### src/rtl/irqagg_pkg.sv
package irqagg_pkg;
  localparam int NFLAGS = 15;
  localparam int WORDS_PER_FRAME = 4;

  localparam int B_TXEMPTY = 14;
  localparam int B_TXWM    = 13;
  localparam int B_RXWM    = 12;
  localparam int B_RXNE    = 7;
  localparam int B_HPBFULL = 3;
  localparam int B_TXFULL  = 2;

  localparam logic [1:0] SEL_STATUS = 2'd0;
  localparam logic [1:0] SEL_ENABLE = 2'd1;
  localparam logic [1:0] SEL_CLEAR  = 2'd2;
  localparam logic [1:0] SEL_WMARK  = 2'd3;

  localparam logic [NFLAGS-1:0] STATUS_RST = 15'h6000;
  localparam logic [15:0]       WMARK_RST  = 16'h3f3f;

  typedef struct packed {
    logic [NFLAGS-1:0] setVec;
    logic [NFLAGS-1:0] clrVec;
    logic              enWe;
    logic              wmWe;
    logic [15:0]       wrData;
  } strobe_t;
endpackage

### src/rtl/irqagg_ctrl.sv
module irqagg_ctrl
  import irqagg_pkg::*;
#(
  parameter int TX_FRAMES  = 64,
  parameter int RX_FRAMES  = 64,
  parameter int HPB_FRAMES = 1,
  localparam int TX_WORDS  = TX_FRAMES * WORDS_PER_FRAME,
  localparam int RX_WORDS  = RX_FRAMES * WORDS_PER_FRAME,
  localparam int HPB_WORDS = HPB_FRAMES * WORDS_PER_FRAME,
  localparam int TXCW = $clog2(TX_WORDS + 1),
  localparam int RXCW = $clog2(RX_WORDS + 1),
  localparam int HPCW = $clog2(HPB_WORDS + 1)
) (
  input  logic [TXCW-1:0]   txUsedWords,
  input  logic [HPCW-1:0]   hpbUsedWords,
  input  logic [RXCW-1:0]   rxUsedWords,
  input  logic [NFLAGS-1:0] evtPulse,
  input  logic              wrEn,
  input  logic [1:0]        wrSel,
  input  logic [15:0]       wrData,
  input  logic [15:0]       wmarkQ,
  output strobe_t           strb
);
  int txFreeFrames;
  int rxFrames;
  logic [NFLAGS-1:0] levelSet;

  always_comb begin
    txFreeFrames = (TX_WORDS - int'(txUsedWords)) / WORDS_PER_FRAME;
    rxFrames     = int'(rxUsedWords) / WORDS_PER_FRAME;
    levelSet = '0;
    levelSet[B_TXEMPTY] = (int'(txUsedWords) == 0);
    levelSet[B_TXFULL]  = (int'(txUsedWords) == TX_WORDS);
    levelSet[B_HPBFULL] = (int'(hpbUsedWords) == HPB_WORDS);
    levelSet[B_RXNE]    = (int'(rxUsedWords) >= WORDS_PER_FRAME);
    levelSet[B_TXWM]    = (txFreeFrames > int'(wmarkQ[15:8]));
    levelSet[B_RXWM]    = (rxFrames > int'(wmarkQ[7:0]));
  end

  always_comb begin
    strb.setVec = evtPulse | levelSet;
    strb.clrVec = (wrEn && wrSel == SEL_CLEAR) ? wrData[NFLAGS-1:0] : '0;
    strb.enWe   = wrEn && (wrSel == SEL_ENABLE);
    strb.wmWe   = wrEn && (wrSel == SEL_WMARK);
    strb.wrData = wrData;
  end
endmodule

### src/rtl/irqagg_dp.sv
module irqagg_dp
  import irqagg_pkg::*;
(
  input  logic        clk,
  input  logic        rst_n,
  input  strobe_t     strb,
  input  logic [1:0]  rdSel,
  output logic [15:0] rdData,
  output logic [15:0] wmarkQ,
  output logic        irq
);
  logic [NFLAGS-1:0] statusQ, statusNext;
  logic [NFLAGS-1:0] enableQ, enableNext;
  logic              irqQ;

  always_comb begin
    statusNext = (statusQ & ~strb.clrVec) | strb.setVec;
    enableNext = strb.enWe ? strb.wrData[NFLAGS-1:0] : enableQ;
  end

  always_ff @(posedge clk or negedge rst_n) begin
    if (!rst_n) begin
      statusQ <= STATUS_RST;
      enableQ <= '0;
      wmarkQ  <= WMARK_RST;
      irqQ    <= 1'b0;
    end else begin
      statusQ <= statusNext;
      enableQ <= enableNext;
      if (strb.wmWe) wmarkQ <= strb.wrData;
      irqQ    <= |(statusNext & enableNext);
    end
  end

  always_comb begin
    case (rdSel)
      SEL_STATUS: rdData = {1'b0, statusQ};
      SEL_ENABLE: rdData = {1'b0, enableQ};
      SEL_CLEAR:  rdData = '0;
      default:    rdData = wmarkQ;
    endcase
  end

  assign irq = irqQ;

  // line tracks enabled flags
  p_irq_level_r9: assert property (@(posedge clk) disable iff (!rst_n)
    irqQ == |(statusQ & enableQ));

  // flags not cleared survive the edge
  p_sticky_r5: assert property (@(posedge clk) disable iff (!rst_n)
    1'b1 |=> ((statusQ & $past(statusQ & ~strb.clrVec)) == $past(statusQ & ~strb.clrVec)));

  // a set in the clear cycle is kept
  p_set_wins_r7: assert property (@(posedge clk) disable iff (!rst_n)
    1'b1 |=> ((statusQ & $past(strb.setVec)) == $past(strb.setVec)));

  // cleared flags without a set drop
  p_clear_r6: assert property (@(posedge clk) disable iff (!rst_n)
    1'b1 |=> ((statusQ & $past(strb.clrVec & ~strb.setVec)) == '0));
endmodule

### src/rtl/irq_watermark_agg.sv
module irq_watermark_agg
  import irqagg_pkg::*;
#(
  parameter int TX_FRAMES  = 64,
  parameter int RX_FRAMES  = 64,
  parameter int HPB_FRAMES = 1,
  localparam int TXCW = $clog2(TX_FRAMES * WORDS_PER_FRAME + 1),
  localparam int RXCW = $clog2(RX_FRAMES * WORDS_PER_FRAME + 1),
  localparam int HPCW = $clog2(HPB_FRAMES * WORDS_PER_FRAME + 1)
) (
  input  logic              clk,
  input  logic              rst_n,
  input  logic [NFLAGS-1:0] evtPulse,
  input  logic [TXCW-1:0]   txUsedWords,
  input  logic [HPCW-1:0]   hpbUsedWords,
  input  logic [RXCW-1:0]   rxUsedWords,
  input  logic              wrEn,
  input  logic [1:0]        wrSel,
  input  logic [15:0]       wrData,
  input  logic [1:0]        rdSel,
  output logic [15:0]       rdData,
  output logic              irq
);
  strobe_t     strb;
  logic [15:0] wmarkQ;

  irqagg_ctrl #(
    .TX_FRAMES(TX_FRAMES), .RX_FRAMES(RX_FRAMES), .HPB_FRAMES(HPB_FRAMES)
  ) u_ctrl (
    .txUsedWords(txUsedWords), .hpbUsedWords(hpbUsedWords), .rxUsedWords(rxUsedWords),
    .evtPulse(evtPulse), .wrEn(wrEn), .wrSel(wrSel), .wrData(wrData),
    .wmarkQ(wmarkQ), .strb(strb)
  );

  irqagg_dp u_dp (
    .clk(clk), .rst_n(rst_n), .strb(strb), .rdSel(rdSel),
    .rdData(rdData), .wmarkQ(wmarkQ), .irq(irq)
  );
endmodule

### config.mk
export PLATFORM = sky130hd
export DESIGN_NAME = irq_watermark_agg
export DESIGN_NICKNAME = d
export VERILOG_FILES = /design/src/rtl/irqagg_pkg.sv /design/src/rtl/irqagg_ctrl.sv /design/src/rtl/irqagg_dp.sv /design/src/rtl/irq_watermark_agg.sv
export SDC_FILE = /design/constraint.sdc
export NUM_CORES = 1
export LEC_CHECK = 0
export ABC_AREA = 1
export BUFFER_PORTS_ARGS = -buffer_cell sky130_fd_sc_hd__clkbuf_2
export CAP_MARGIN = 20
export CORE_ASPECT_RATIO = 1.5
export CORE_MARGIN = 2
export CORE_UTILIZATION = 58
export DETAILED_ROUTE_END_ITERATION = 8
export HOLD_SLACK_MARGIN = 0.03
export PLACE_DENSITY = 0.86
export SLEW_MARGIN = 20
export SYNTH_ARGS = -nofsm -noshare
export SYNTH_HDL_FRONTEND = slang
export SYNTH_SLANG_ARGS = --single-unit
### constraint.sdc
create_clock -name clk -period 4.11 [get_ports clk]
set_clock_uncertainty 0.05 [all_clocks]
set_input_delay 0 -clock clk [delete_from_list [all_inputs] [get_ports clk]]
set_output_delay 0 -clock clk [all_outputs]
set_load 0.1 [all_outputs]
==> results.md, run 1 <==
* DP Worst Slack at 750 ps
* Hold Slack at 217 ps
* Row count at 32
* Synth Cell Area at 3140 um2
* Adder and majority gate portion of the synthesized area at 10.7%
* RSZ-0062 raised after global routing: false
* DRT Wirelength at 8610 um
* Worst vdd ir at 0.000367 V
* CP required at 4260 ps
* CP Data Arrival Time at 3190 ps
* CTS sink count at 47
* Largest family of logic cells by synthesized area: simple AND/OR/NAND/NOR gates
* Synth warn at 0
* Hold WC Path Type: in2reg
* Die Width at 64.1 um
* Primary FF master, synth: dfrtp_1
* CTS root buf: clkbuf_8
* Syn Nets at 501
* Area grow syn2layout at 30.6%
* Placer Congestion at 0.948
* H-tree levels at 2
* Hpwl dp at 5750 um
* Die ar. at 6040 um2
* Setup TNS at 0 ps
* Post-route setup slack at 1070 ps
* Starting density of the core at 60.4%
* Ports at 76
* Final count of negative-setup-slack endpoints at 0
* Fin. Hold Viols at 0
* TritonCTS clock tree: done
* Vias in the first global route at 3295
* Maxcap violations at 0
* Register area share after synthesis at 38.0%
* Synth Area in Compound Gates at 14.1%
* Worst-path clk slew at 80 ps
* Unique masters post-synth at 33
* Post-CTS sizing at 0
* Fmax at 0.329 GHz
* N_diodes at 0
* Fraction of the mapped netlist area in simple logic gates at 25.6%
* Final Critical Period at 3040 ps
* Worst-Skew Late Latency at 300 ps
* Slew @ Worst Pin at 993 ps
* Yosys reg bits at 47
* Clock buffer depth at 2
* CP Launch Type: primary input
* Cells after Synth at 415
* Pins Over Slew Limit at 0
* Leak Pwr at 2.04 nW
* PD cells at 339 nW/um2
* CORE AREA at 5200 um2
* Avg Cell Area, Syn at 7.57 um2
* Pre-antenna DRT Iters at 5
* WL per Instance at 14.4 um
* Via count at 3275
* IO Port Bufs at 73
* Status: finished clean
* Post-synth ARST share at 100%
* Starting DRT DRC Count at 120
* First-pass GRT wire length at 14200 um
* Fin crit share at 73.9%
* Crit. End Element: register
* Global Route Usage Sum at 30.3%
* Clock buffer count from CTS at 5
* Crit path max fanout at 8
* Remaining global-route overflow at 0
* Final net count at 616
* Worst setup path class: in2reg
* Multiplexer share of the synthesized area at 0%
* Layout cells sized above 1 at 22.0%
* DRC viols at 0
* Xor/xnor share of the synthesized area at 1.67%
* Tot Pwr at 1.39 mW
* Initial antenna violation count at 0
* Die Ht at 94.2 um
* Worst slew margin at 33.7%
* Largest net degree at the start of global routing at 48
* Antenna viol nets, final at 0
* Number of enable flip-flop cells after synthesis at 0
* Core Util, Final at 78.9%
* Vias per cell at 5.47
## cells by family (layout without fill, tap and decap cells)
group / Yosys count / count (layout)
compound gates: 80 / 80
xor+xnor: 6 / 6
fa+ha+maj: 27 / 27
buf+inv: 80 / 196
flops: 47 / 47
simple gates: 175 / 175
## power by group
part,leakage (nW),internal (mW),switching (mW)
Sequential,0.504,0.529,0.0281
Combinational,1.48,0.150,0.348
Clock,0.0581,0.181,0.156
## layout by cell type, fill, tap and decap left out, types with 3 or more instances in the layout
master	Yosys	routed
o221ai_1	3	3
nor2_1	20	20
ha_1	27	27
nand4_1	6	6
or2_2	4	4
inv_1	70	70
buf_4	0	3
dfrtp_1	33	33
nor3_1	4	4
clkbuf_2	0	73
o211ai_1	10	10
nand3_1	20	19
xor2_1	5	5
a21oi_1	14	14
nand2_1	102	102
dlygate4sd3_1	0	42
nor4_1	3	3
clkbuf_8	0	5
dfstp_2	14	14
nand3_2	5	6
o21ai_0	49	49
## timing repair
action                                 in CTS  in global routing
endpoints found under the hold margin      80                  0
hold buffers                               42                  0
setup buffers                               0                  0
## per-layer routing
layer | GRT usage [%] | share of wire [%]
met4 | 17.4 | 4.7
met2 | 55.6 | 54
met3 | 4.32 | 4.9
met1 | 32.5 | 37
met5 | 0 | 0
## cells in the mapped netlist (all sizes together), types with 3 or more instances
| cell | instances | area (um2) |
|---|---|---|
| nand2 | 104 | 395 |
| inv | 70 | 263 |
| o21ai | 51 | 259 |
| dfrtp | 33 | 826 |
| ha | 27 | 338 |
| nand3 | 25 | 150 |
| nor2 | 23 | 98.8 |
| a21oi | 14 | 70.1 |
| dfstp | 14 | 368 |
| o211ai | 10 | 75.1 |
| nand4 | 7 | 50.1 |
| or2 | 7 | 46.3 |
| clkbuf | 6 | 22.5 |
| nor3 | 5 | 36.3 |
| xor2 | 5 | 43.8 |
| buf | 4 | 26.3 |
| nor4 | 3 | 18.8 |
| o221ai | 3 | 26.3 |
## worst paths after layout
check / from / end / slack (ps) / cells after the start
min in group asynchronous: rst_n / u_dp.statusQ[1] / 270 / 3
hold reg to reg: u_dp.wmarkQ[6] / u_dp.wmarkQ[6] / 440 / 2
hold / removal: rxUsedWords[2] / u_dp.irq / 220 / 7
setup reg to reg: u_dp.wmarkQ[13] / u_dp.irq / 2250 / 12
setup / recovery: txUsedWords[4] / u_dp.irq / 1070 / 22
max in group asynchronous: rst_n / u_dp.wmarkQ[6] / 3340 / 3
## worst max-delay path, stage by stage
cell and delay (ps):
clkbuf_2 100, nor2_1 210, nand4_2 170, nor2_1 290, ha_1 310, nor2_1 410, nand2_1 100, nor2_1 150
nand2_1 70, ha_1 270, inv_1 40, ha_1 290, a21oi_1 120, o21ai_0 90, nor2_1 90, o21ai_0 80
inv_1 50, nand3_1 70, nand3_1 80, nand2_1 70, nand2_1 60, nand2_1 50
## final cells by class
cell class | count | area (um2)
Sequential cell | 47 | 1190
Fill cell | 357 | 1100
Clock buffer | 5 | 68.8
Timing Repair Buffer | 118 | 808
Multi-Input combinational cell | 288 | 1640
Tap cell | 68 | 85.1
Inverter | 70 | 263
Clock inverter | 3 | 43.8
## per-stage QoR
step                cells  instance area (um2)
floorplan             415                 3140
global placement      549                 3570
detailed placement    549                 3570
CTS                   599                 4100
global route          599                 4110
finish                599                 4110
## state kept, by name, summed over array words and instances, names as in the netlist
register      flops
u_dp.enableQ     15
u_dp.irq          1
u_dp.statusQ     15
u_dp.wmarkQ      16
No activity file was read; power rests on OpenSTA's default activity.
==> inputs of run 2 (changes only) <==
CORE_UTILIZATION = 54   (was 58)
PLACE_DENSITY = 0.8   (was 0.86)
clock period = 3.02 ns   (was 4.11 ns; I/O delays follow)
==> results.md, run 2 (synthesized netlist as in run 1, its figures left out) <==
* Final count of negative-setup-slack endpoints at 0 (unchanged)
* Die ar. at 6460 um2 (+7.0%)
* Fin crit share at 89.2%
* Clock buffer depth at 2 (unchanged)
* Via count at 3162 (-3.5%)
* Largest net degree at the start of global routing at 39 (-19%)
* Final instance area at 4070 um2 (-0.94%)
* Slew @ Worst Pin at 967 ps (-26.2 ps)
* Worst setup path class: in2reg
* First-pass GRT wire length at 13600 um (-4.1%)
* Most frequent cells in the layout: 102 x nand2_1, 73 x clkbuf_2, 70 x inv_1
* Hold WC Path Type: in2reg
* Layout cells sized above 1 at 22.0% (unchanged)
* Fmax at 0.371 GHz
* Crit path max fanout at 4 (-4)
* PD cells at 441 nW/um2 (+30%)
* Worst slew margin at 35.4% (+1.7 points)
* Worst-path clk slew at 80 ps (about the same)
* Area grow syn2layout at 29.4%
* Vias in the first global route at 3283 (-0.36%)
* Post-CTS sizing at 0 (unchanged)
* Maxcap violations at 0 (unchanged)
* DP Area at 3590 um2 (+0.77%)
* Ports at 76 (unchanged)
* Pre-antenna DRT Iters at 5 (unchanged)
* Pins Over Slew Limit at 0 (unchanged)
* Die Width at 66.3 um (+3.4%)
* WL per Instance at 13.6 um (-5.7%)
* Initial antenna violation count at 0 (unchanged)
* Final Critical Period at 2690 ps
* CTS root buf: clkbuf_8
* Post CTS Setup Buffer Count at 0 (unchanged)
* Die Ht at 97.4 um (+3.5%)
* CTS sink count at 47 (unchanged)
* Starting DRT DRC Count at 80 (-33%)
* CP required at 3170 ps (-1090 ps)
* Remaining global-route overflow at 0 (unchanged)
* RSZ-0062 raised after global routing: false
* Starting density of the core at 55.1% (-5.2 points)
* Status: finished clean
* Hpwl dp at 5750 um (-0.12%)
* N_diodes at 0 (unchanged)
* Crit. End Element: register
* Register bank with the most flops: u_dp.wmarkQ
* Clock buffer count from CTS at 5 (unchanged)
* Setup TNS at 0 ps (unchanged)
* Leak Pwr at 2.02 nW (-0.61%)
* Biggest regs: u_dp.wmarkQ x16, u_dp.enableQ x15, u_dp.statusQ x15
* Global Route Usage Sum at 27.2% (-3.1 points)
* Vias per cell at 5.24 (-4.1%)
* CP Launch Type: primary input
* H-tree levels at 2 (unchanged)
* Worst-Skew Late Latency at 300 ps (about the same)
* Max reg flops at 16 (unchanged)
* CP Data Arrival Time at 2840 ps (-350 ps)
* Final net count at 616 (unchanged)
* Leading cell type in the layout, fill and taps excluded: nand2_1
* DRT Wirelength at 8170 um (-5.1%)
* IO Port Bufs at 73 (unchanged)
* Row count at 34 (+6.3%)
* Placer Congestion at 0.903 (-4.8%)
* Worst vdd ir at 0.000316 V (-14%)
* Antenna viol nets, final at 0 (unchanged)
* DRC viols at 0 (unchanged)
* Fin. Hold Viols at 0 (unchanged)
* TritonCTS clock tree: done
* CORE AREA at 5700 um2 (+9.5%)
==> run 2: cell types whose count changed in the layout (fill, tap and decap cells not counted), sizes merged <==
| cell | previous run | this run |
|---|---|---|
| buf | 3 | 6 |
| dlygate4sd3 | 42 | 39 |
| bufinv | 1 | 0 |
| clkinv | 2 | 1 |
| clkbuf | 78 | 80 |
==> run 2: area by class of cell <==
cell class	instances	area (um2)
clock inverter	1	5.00
sequential	47	1190
clock buffer	7	76.3
fill	464	1630
multi-input combinational	288	1640
inverter	70	263
tap	72	90.1
timing repair buffer	118	801
==> run 2: worst paths after layout <==
kind / slack, ps / to / depth (start not counted) / start
max: 330 / u_dp.irq / 22 / txUsedWords[3]
min: 80 / u_dp.statusQ[2] / 4 / txUsedWords[8]
max reg2reg: 1220 / u_dp.irq / 10 / u_dp.wmarkQ[5]
min reg2reg: 440 / u_dp.wmarkQ[1] / 2 / u_dp.wmarkQ[1]
max in group asynchronous: 1820 / u_dp.wmarkQ[1] / 3 / rst_n
min in group asynchronous: 320 / u_dp.statusQ[11] / 2 / rst_n
==> run 2: critical path, stage by stage <==
cell	delay [ps]
clkbuf_2	100
nor2_2	220
nand4_2	180
nor2_1	270
ha_1	300
nor2_1	130
nand2_1	70
nor2_1	140
nand2_1	80
ha_1	270
inv_1	40
ha_1	290
a21oi_1	130
o21ai_0	90
nor2_1	90
o21ai_0	80
inv_1	50
nand3_1	60
nand3_1	70
nand2_1	70
nand2_1	60
nand2_1	50
==> run 2: per-layer routing <==
| metal | up-vias | GRT usage, % | routed length [um] |
|---|---|---|---|
| met3 | 30 | 3.01 | 360 |
| met1 | 1438 | 29.8 | 3080 |
| li1 | 1586 | - | - |
| met5 | - | 0 | 0 |
| met2 | 108 | 48.8 | 4370 |
| met4 | 0 | 15.1 | 358 |
==> run 2: power breakdown <==
part           leakage, nW  total, mW  switching (mW)  internal (mW)
Sequential           0.504      0.757          0.0366          0.720
Combinational         1.48      0.670           0.465          0.205
Clock               0.0422      0.367           0.204          0.163
Total                 2.02       1.79           0.706           1.09
==> run 2: timing repair <==
item | 4_1_cts | 5_1_grt
hold endpoints to repair | 74 | 0
hold buffers | 39 | 0
endpoints found under the setup margin | 0 | 0
==> run 2: through the flow <==
step	cells	setup WS [ps]	hold WS (ps)	util (%)	total power, mW
finish	603	326	77.7	71.3	1.79
global route	603	12.0	113	71.3	1.91
CTS	603	315	73.4	71.3	1.80
detailed placement	556	2.50	121	63.1	1.40
global placement	556	133	114	63.1	1.38
floorplan	415	168	-346	-	1.24
